## src/rtl/pcnt_pkg.sv

```systemverilog
package pcnt_pkg;

    localparam int PCNT_DEF_W = 16;

    typedef enum logic [1:0] {
        ACC_HOLD  = 2'd0,
        ACC_STEP  = 2'd1,
        ACC_CLEAR = 2'd2
    } acc_op_t;

    // Reset outranks a counting transition in the same cycle.
    function automatic acc_op_t pick_op(input logic clr, input logic step);
        if (clr)
            return ACC_CLEAR;
        else if (step)
            return ACC_STEP;
        else
            return ACC_HOLD;
    endfunction

endpackage

```

## src/rtl/pcnt_edge_detect.sv

```systemverilog
module pcnt_edge_detect (
    input  logic clk,
    input  logic rst,
    input  logic level_i,
    output logic rise_o
);
    logic prev_q;

    always_ff @(posedge clk) begin
        if (rst)
            prev_q <= 1'b0;
        else
            prev_q <= level_i;
    end

    assign rise_o = level_i & ~prev_q;


    rise_gap_chk: assert property (@(posedge clk) disable iff (rst)
        rise_o |=> !rise_o);

endmodule

```

## src/rtl/pcnt_accum.sv

```systemverilog
module pcnt_accum
    import pcnt_pkg::*;
#(
    parameter int W = PCNT_DEF_W
) (
    input  logic                clk,
    input  logic                rst,
    input  logic                step_i,
    output logic signed [W-1:0] acc_o,
    output logic                ovf_o,
    output logic                at_max_o
);
    localparam logic signed [W-1:0] MAXV = {1'b0, {(W-1){1'b1}}};
    localparam logic signed [W-1:0] MINV = {1'b1, {(W-1){1'b0}}};
    localparam logic signed [W-1:0] ONE  = {{(W-1){1'b0}}, 1'b1};

    logic signed [W-1:0] acc_q;
    logic                ovf_q;
    acc_op_t             op;

    assign op       = pick_op(rst, step_i);
    assign at_max_o = (acc_q == MAXV);

    always_ff @(posedge clk) begin
        unique case (op)
            ACC_CLEAR: begin
                acc_q <= '0;
                ovf_q <= 1'b0;
            end
            ACC_STEP: begin
                acc_q <= acc_q + ONE;
                if (at_max_o)
                    ovf_q <= 1'b1;
            end
            default: begin
                acc_q <= acc_q;
                ovf_q <= ovf_q;
            end
        endcase
    end

    assign acc_o = acc_q;
    assign ovf_o = ovf_q;


    step_inc_chk: assert property (@(posedge clk) disable iff (rst)
        step_i |=> (acc_q == $past(acc_q) + ONE));


    wrap_min_chk: assert property (@(posedge clk) disable iff (rst)
        $rose(ovf_q) |-> (acc_q == MINV));


    ovf_sticky_chk: assert property (@(posedge clk) disable iff (rst)
        ovf_q |=> ovf_q);


    clear_state_chk: assert property (@(posedge clk)
        rst |=> (acc_q == '0 && !ovf_q));

endmodule

```

## src/rtl/pcnt_compare.sv

```systemverilog
module pcnt_compare
    import pcnt_pkg::*;
#(
    parameter int W = PCNT_DEF_W
) (
    input  logic signed [W-1:0] acc_i,
    input  logic signed [W-1:0] preset_i,
    output logic                reached_o
);
    always_comb begin
        reached_o = (acc_i >= preset_i);
    end
endmodule

```

## src/rtl/pcnt_up_counter.sv

```systemverilog
module pcnt_up_counter
    import pcnt_pkg::*;
#(
    parameter int W = PCNT_DEF_W
) (
    input  logic                clk,
    input  logic                rst,
    input  logic                count_in,
    input  logic signed [W-1:0] preset_in,
    output logic signed [W-1:0] acc_out,
    output logic                enable_out,
    output logic                done_out,
    output logic                ovf_out
);
    logic rise;
    logic at_max;

    pcnt_edge_detect u_edge (
        .clk     (clk),
        .rst     (rst),
        .level_i (count_in),
        .rise_o  (rise)
    );

    pcnt_accum #(.W(W)) u_acc (
        .clk      (clk),
        .rst      (rst),
        .step_i   (rise),
        .acc_o    (acc_out),
        .ovf_o    (ovf_out),
        .at_max_o (at_max)
    );

    pcnt_compare #(.W(W)) u_cmp (
        .acc_i     (acc_out),
        .preset_i  (preset_in),
        .reached_o (done_out)
    );

    assign enable_out = count_in;


    hold_no_edge_chk: assert property (@(posedge clk) disable iff (rst)
        !rise |=> $stable(acc_out));


    done_keep_chk: assert property (@(posedge clk) disable iff (rst)
        (done_out && rise && !at_max) |=> (done_out || !$stable(preset_in)));

endmodule

```

## config.mk

```make
export PLATFORM = sky130hd
export DESIGN_NAME = pcnt_up_counter
export DESIGN_NICKNAME = d
export VERILOG_FILES = /design/src/rtl/pcnt_pkg.sv /design/src/rtl/pcnt_edge_detect.sv /design/src/rtl/pcnt_accum.sv /design/src/rtl/pcnt_compare.sv /design/src/rtl/pcnt_up_counter.sv
export SDC_FILE = /design/constraint.sdc
export NUM_CORES = 1
export LEC_CHECK = 0
export BUFFER_PORTS_ARGS = -buffer_cell sky130_fd_sc_hd__buf_2
export CAP_MARGIN = 20
export CELL_PAD_IN_SITES_DETAIL_PLACEMENT = 1
export CELL_PAD_IN_SITES_GLOBAL_PLACEMENT = 1
export CORE_MARGIN = 1
export CORE_UTILIZATION = 35
export CTS_CLUSTER_SIZE = 20
export DETAILED_ROUTE_END_ITERATION = 10
export PLACE_DENSITY = 0.86
export SETUP_SLACK_MARGIN = 0.02
export SYNTH_ARGS = -nofsm -noshare
export SYNTH_HDL_FRONTEND = slang
export SYNTH_SLANG_ARGS = --single-unit
```

## constraint.sdc

```tcl
create_clock -name clk -period 2.3 [get_ports clk]
set_clock_uncertainty 0.15 [all_clocks]
set_input_delay 0.46 -clock clk [delete_from_list [all_inputs] [get_ports clk]]
set_output_delay 0.46 -clock clk [all_outputs]
set_load 0.02 [all_outputs]
```

==> impl_metrics.tcl <==
set metrics [dict create \
    port_buffers 37 \
    ys_seq_area_share_pct 39.01 \
    syn_area_per_cell_um2 9.855 \
    cts_buffers 3 \
    overflow 0 \
    grt_max_degree 17 \
    cts_setup_buffers 0 \
    synth-compound-area-share_pct 7.452 \
    antenna_found_initial 0 \
    crit_required_ns 1.69 \
    drc 0 \
    rows 22 \
    yosys-top-cells-count "inv_1 (19), edfxtp_1 (17), ha_1 (17)" \
    drt-total-wl_mm 3.481 \
    min_period_over_period_pct 119.4 \
    syn_area_um2 1360 \
    synth_top_family_by_area "simple AND/OR/NAND/NOR gates" \
    cts_root_buffer "clkbuf_8" \
    synth-simple-area-share_pct 23.00 \
    wl_per_cell_um 14.38 \
    p_clk_share_pct 29.2 \
    syn_inst 138 \
    violations "setup timing" \
    initial_utilization_pct 36.87 \
    worst_pin_slew_ns 0.3092 \
    grt_pass1_wl_mm 5.658 \
    dp.final_hpwl_mm 2.749 \
    maxSlewHeadroom_pct 79.39 \
    grt_pass1_vias 1221 \
    synth_warnings 0 \
    fin_nets 231 \
    cap_violations 0 \
    die_w_um 64.34 \
    synth_xor_area_share_pct 7.728 \
    gp_congestion 0.7874 \
    powerDensity_nw_per_um2 496.3 \
    fmax_mhz 364.2 \
    slew_viol_final 0 \
    rsz0062_at_grt "true" \
    yosysMostFrequentCell "inv_1" \
    die_h_um 64.34 \
    setup.worst_path.end_class "output port" \
    die_area_um2 4139 \
    synth_mux_area_share_pct 0.8280 \
    cts_tree "built" \
    p_leak_nw 0.8534 \
    multi_input_area_um2 793.3 \
    hold_path_class "primary input to flop" \
    fin_util_pct 49.63 \
    crit_fanout 2 \
    fin_ws_ns -0.4460 \
    regArea_um2 530.5 \
    async_reset_ff_share_pct 0 \
    swShare_pct 29.25 \
    synthAdderAreaFrac_pct 15.64 \
    worstPathArrival_ns 2.14 \
    dominantRegCellSynth "edfxtp_1" \
    dr.pass1.iters 4 \
    p_sw_w 0.0002657 \
    grtUsageTotal_pct 17.94 \
    clk_pin_slew_ns 0.07 \
    netlist_top_cells_area "edfxtp_1 (38%), ha_1 (16%), inv_1 (5.2%)" \
    io_pins 38 \
    yosys.area.top_type "edfxtp_1" \
    pwr-share-seq_pct 43.9 \
    drt_iter0_drc 26 \
    ant_nets 0 \
    synthToLayoutAreaGrowth_pct 34.59 \
    clock_path_buffers 2 \
    cts_hold_buffers 0 \
    htreeDepth 1 \
    fillers 459 \
    synth-edff-count 17 \
    hold_viol 0 \
    via_per_inst 5.045 \
    ir_drop_mv 0.4327 \
    ys_ff_latch 18 \
    finalSetupViolCount 1 \
    syn-num-nets 174 \
    clock_sinks 18 \
    status "finished, violations left" \
    worstSetupPathType "flop to output port" \
    internal-power_w 0.0006428 \
    core_um2 3689 \
    insertion_delay_ns 0.26 \
    fin_tns_setup_ns -0.4460 \
    yosysUniqueCellTypes 33 \
    fin_crit_ns 2.746 \
    dr_total_vias 1221 \
    p_comb_share_pct 26.8 \
    synth_top_cell_area_share_pct 37.53 \
    n_antenna_cell 0 \
    power_w 0.0009086 \
    cp-start-kind "flop" \
    drive_gt1_share_pct 37.11 \
]
## per-stage QoR
stage | hold slack, ns | cell area (um^2) | std cells | setup slack [ns]
global route | 0.2448 | 1831 | 242 | -0.5109
CTS | 0.2337 | 1780 | 242 | -0.4947
detailed placement | 0.5138 | 1725 | 238 | -0.3399
finish | 0.2383 | 1831 | 242 | -0.4460
global placement | 0.5101 | 1725 | 238 | -0.3460
floorplan | 0.3816 | 1360 | 138 | -0.1629
## layout make-up
type | count | area share (%)
clock buffer | 4 | 3.008
inverter | 19 | 3.896
multi-input combinational | 98 | 43.34
sequential | 18 | 28.98
tap | 48 | 3.281
timing repair buffer | 55 | 17.50
## cell families after synthesis
| family | after synthesis |
|---|---|
| and+or+nand+nor | 52 |
| buffers and inverters | 22 |
| DFF | 18 |
| adders and majority gates | 17 |
| AOI/OAI and AO/OA | 16 |
| xor gates and xnor gates | 12 |
| muxes | 1 |
## critical path: stages (launching register included)
cell      delay (ns)
edfxtp_1        0.45
ha_4            0.24
nor2b_1         0.13
o211ai_1        0.16
a21boi_1        0.09
nor4_1          0.27
mux2_2          0.37
buf_2           0.16
## flip-flops by register name, summed over array words and instances, names as in the netlist
signal         cells
u_edge.prev_q      1
u_acc.ovf_o        1
u_acc.acc_o       16
## power groups by stage
stage               Sequential, W  Clock, W  Combinational, W
floorplan                0.000445         0         0.0000923
global placement         0.000401         0          0.000228
detailed placement       0.000404         0          0.000236
CTS                      0.000397  0.000272          0.000238
global route             0.000402  0.000279          0.000271
finish                   0.000399  0.000266          0.000244
## path summary, 6_finish.rpt
path | cells after the start | from | endpoint | slack [ns]
setup / recovery | 7 | u_acc.acc_o[1] | done_out | -0.45
hold / removal | 2 | rst | u_edge.prev_q | 0.24
setup reg to reg | 7 | u_acc.acc_o[1] | u_acc.acc_o[8] | 0.38
hold reg to reg | 2 | u_acc.acc_o[0] | u_acc.acc_o[0] | 0.55
## what timing repair did
item	4_1_cts	5_1_grt
setup endpoints to repair	1	1
resized for setup	0	4
gates cloned	0	0
## cells in the final DEF (no fill, tap or decap), drive strengths merged, types with 2 or more instances in the layout
cell type and instances:
clkbuf 4, xnor2 7, nand2 5, nand2b 2
inv 19, nand4 6, ha 17, nor2 15
and4 2, nor3 6, edfxtp 17, nand3 8
a21oi 6, or3 2, o21ai 2, xor2 5
nor2b 2, a21o 4, buf 55
## metal layers
layer | vias up | GRT usage [%] | wire [um]
met1 | 582 | 21.39 | 1535
met4 | 0 | 9.722 | 104
met3 | 11 | 2.679 | 102
met2 | 30 | 30.66 | 1740
li1 | 598 | - | -
met5 | - | 0 | 0
(Power assumes the default switching activity.)
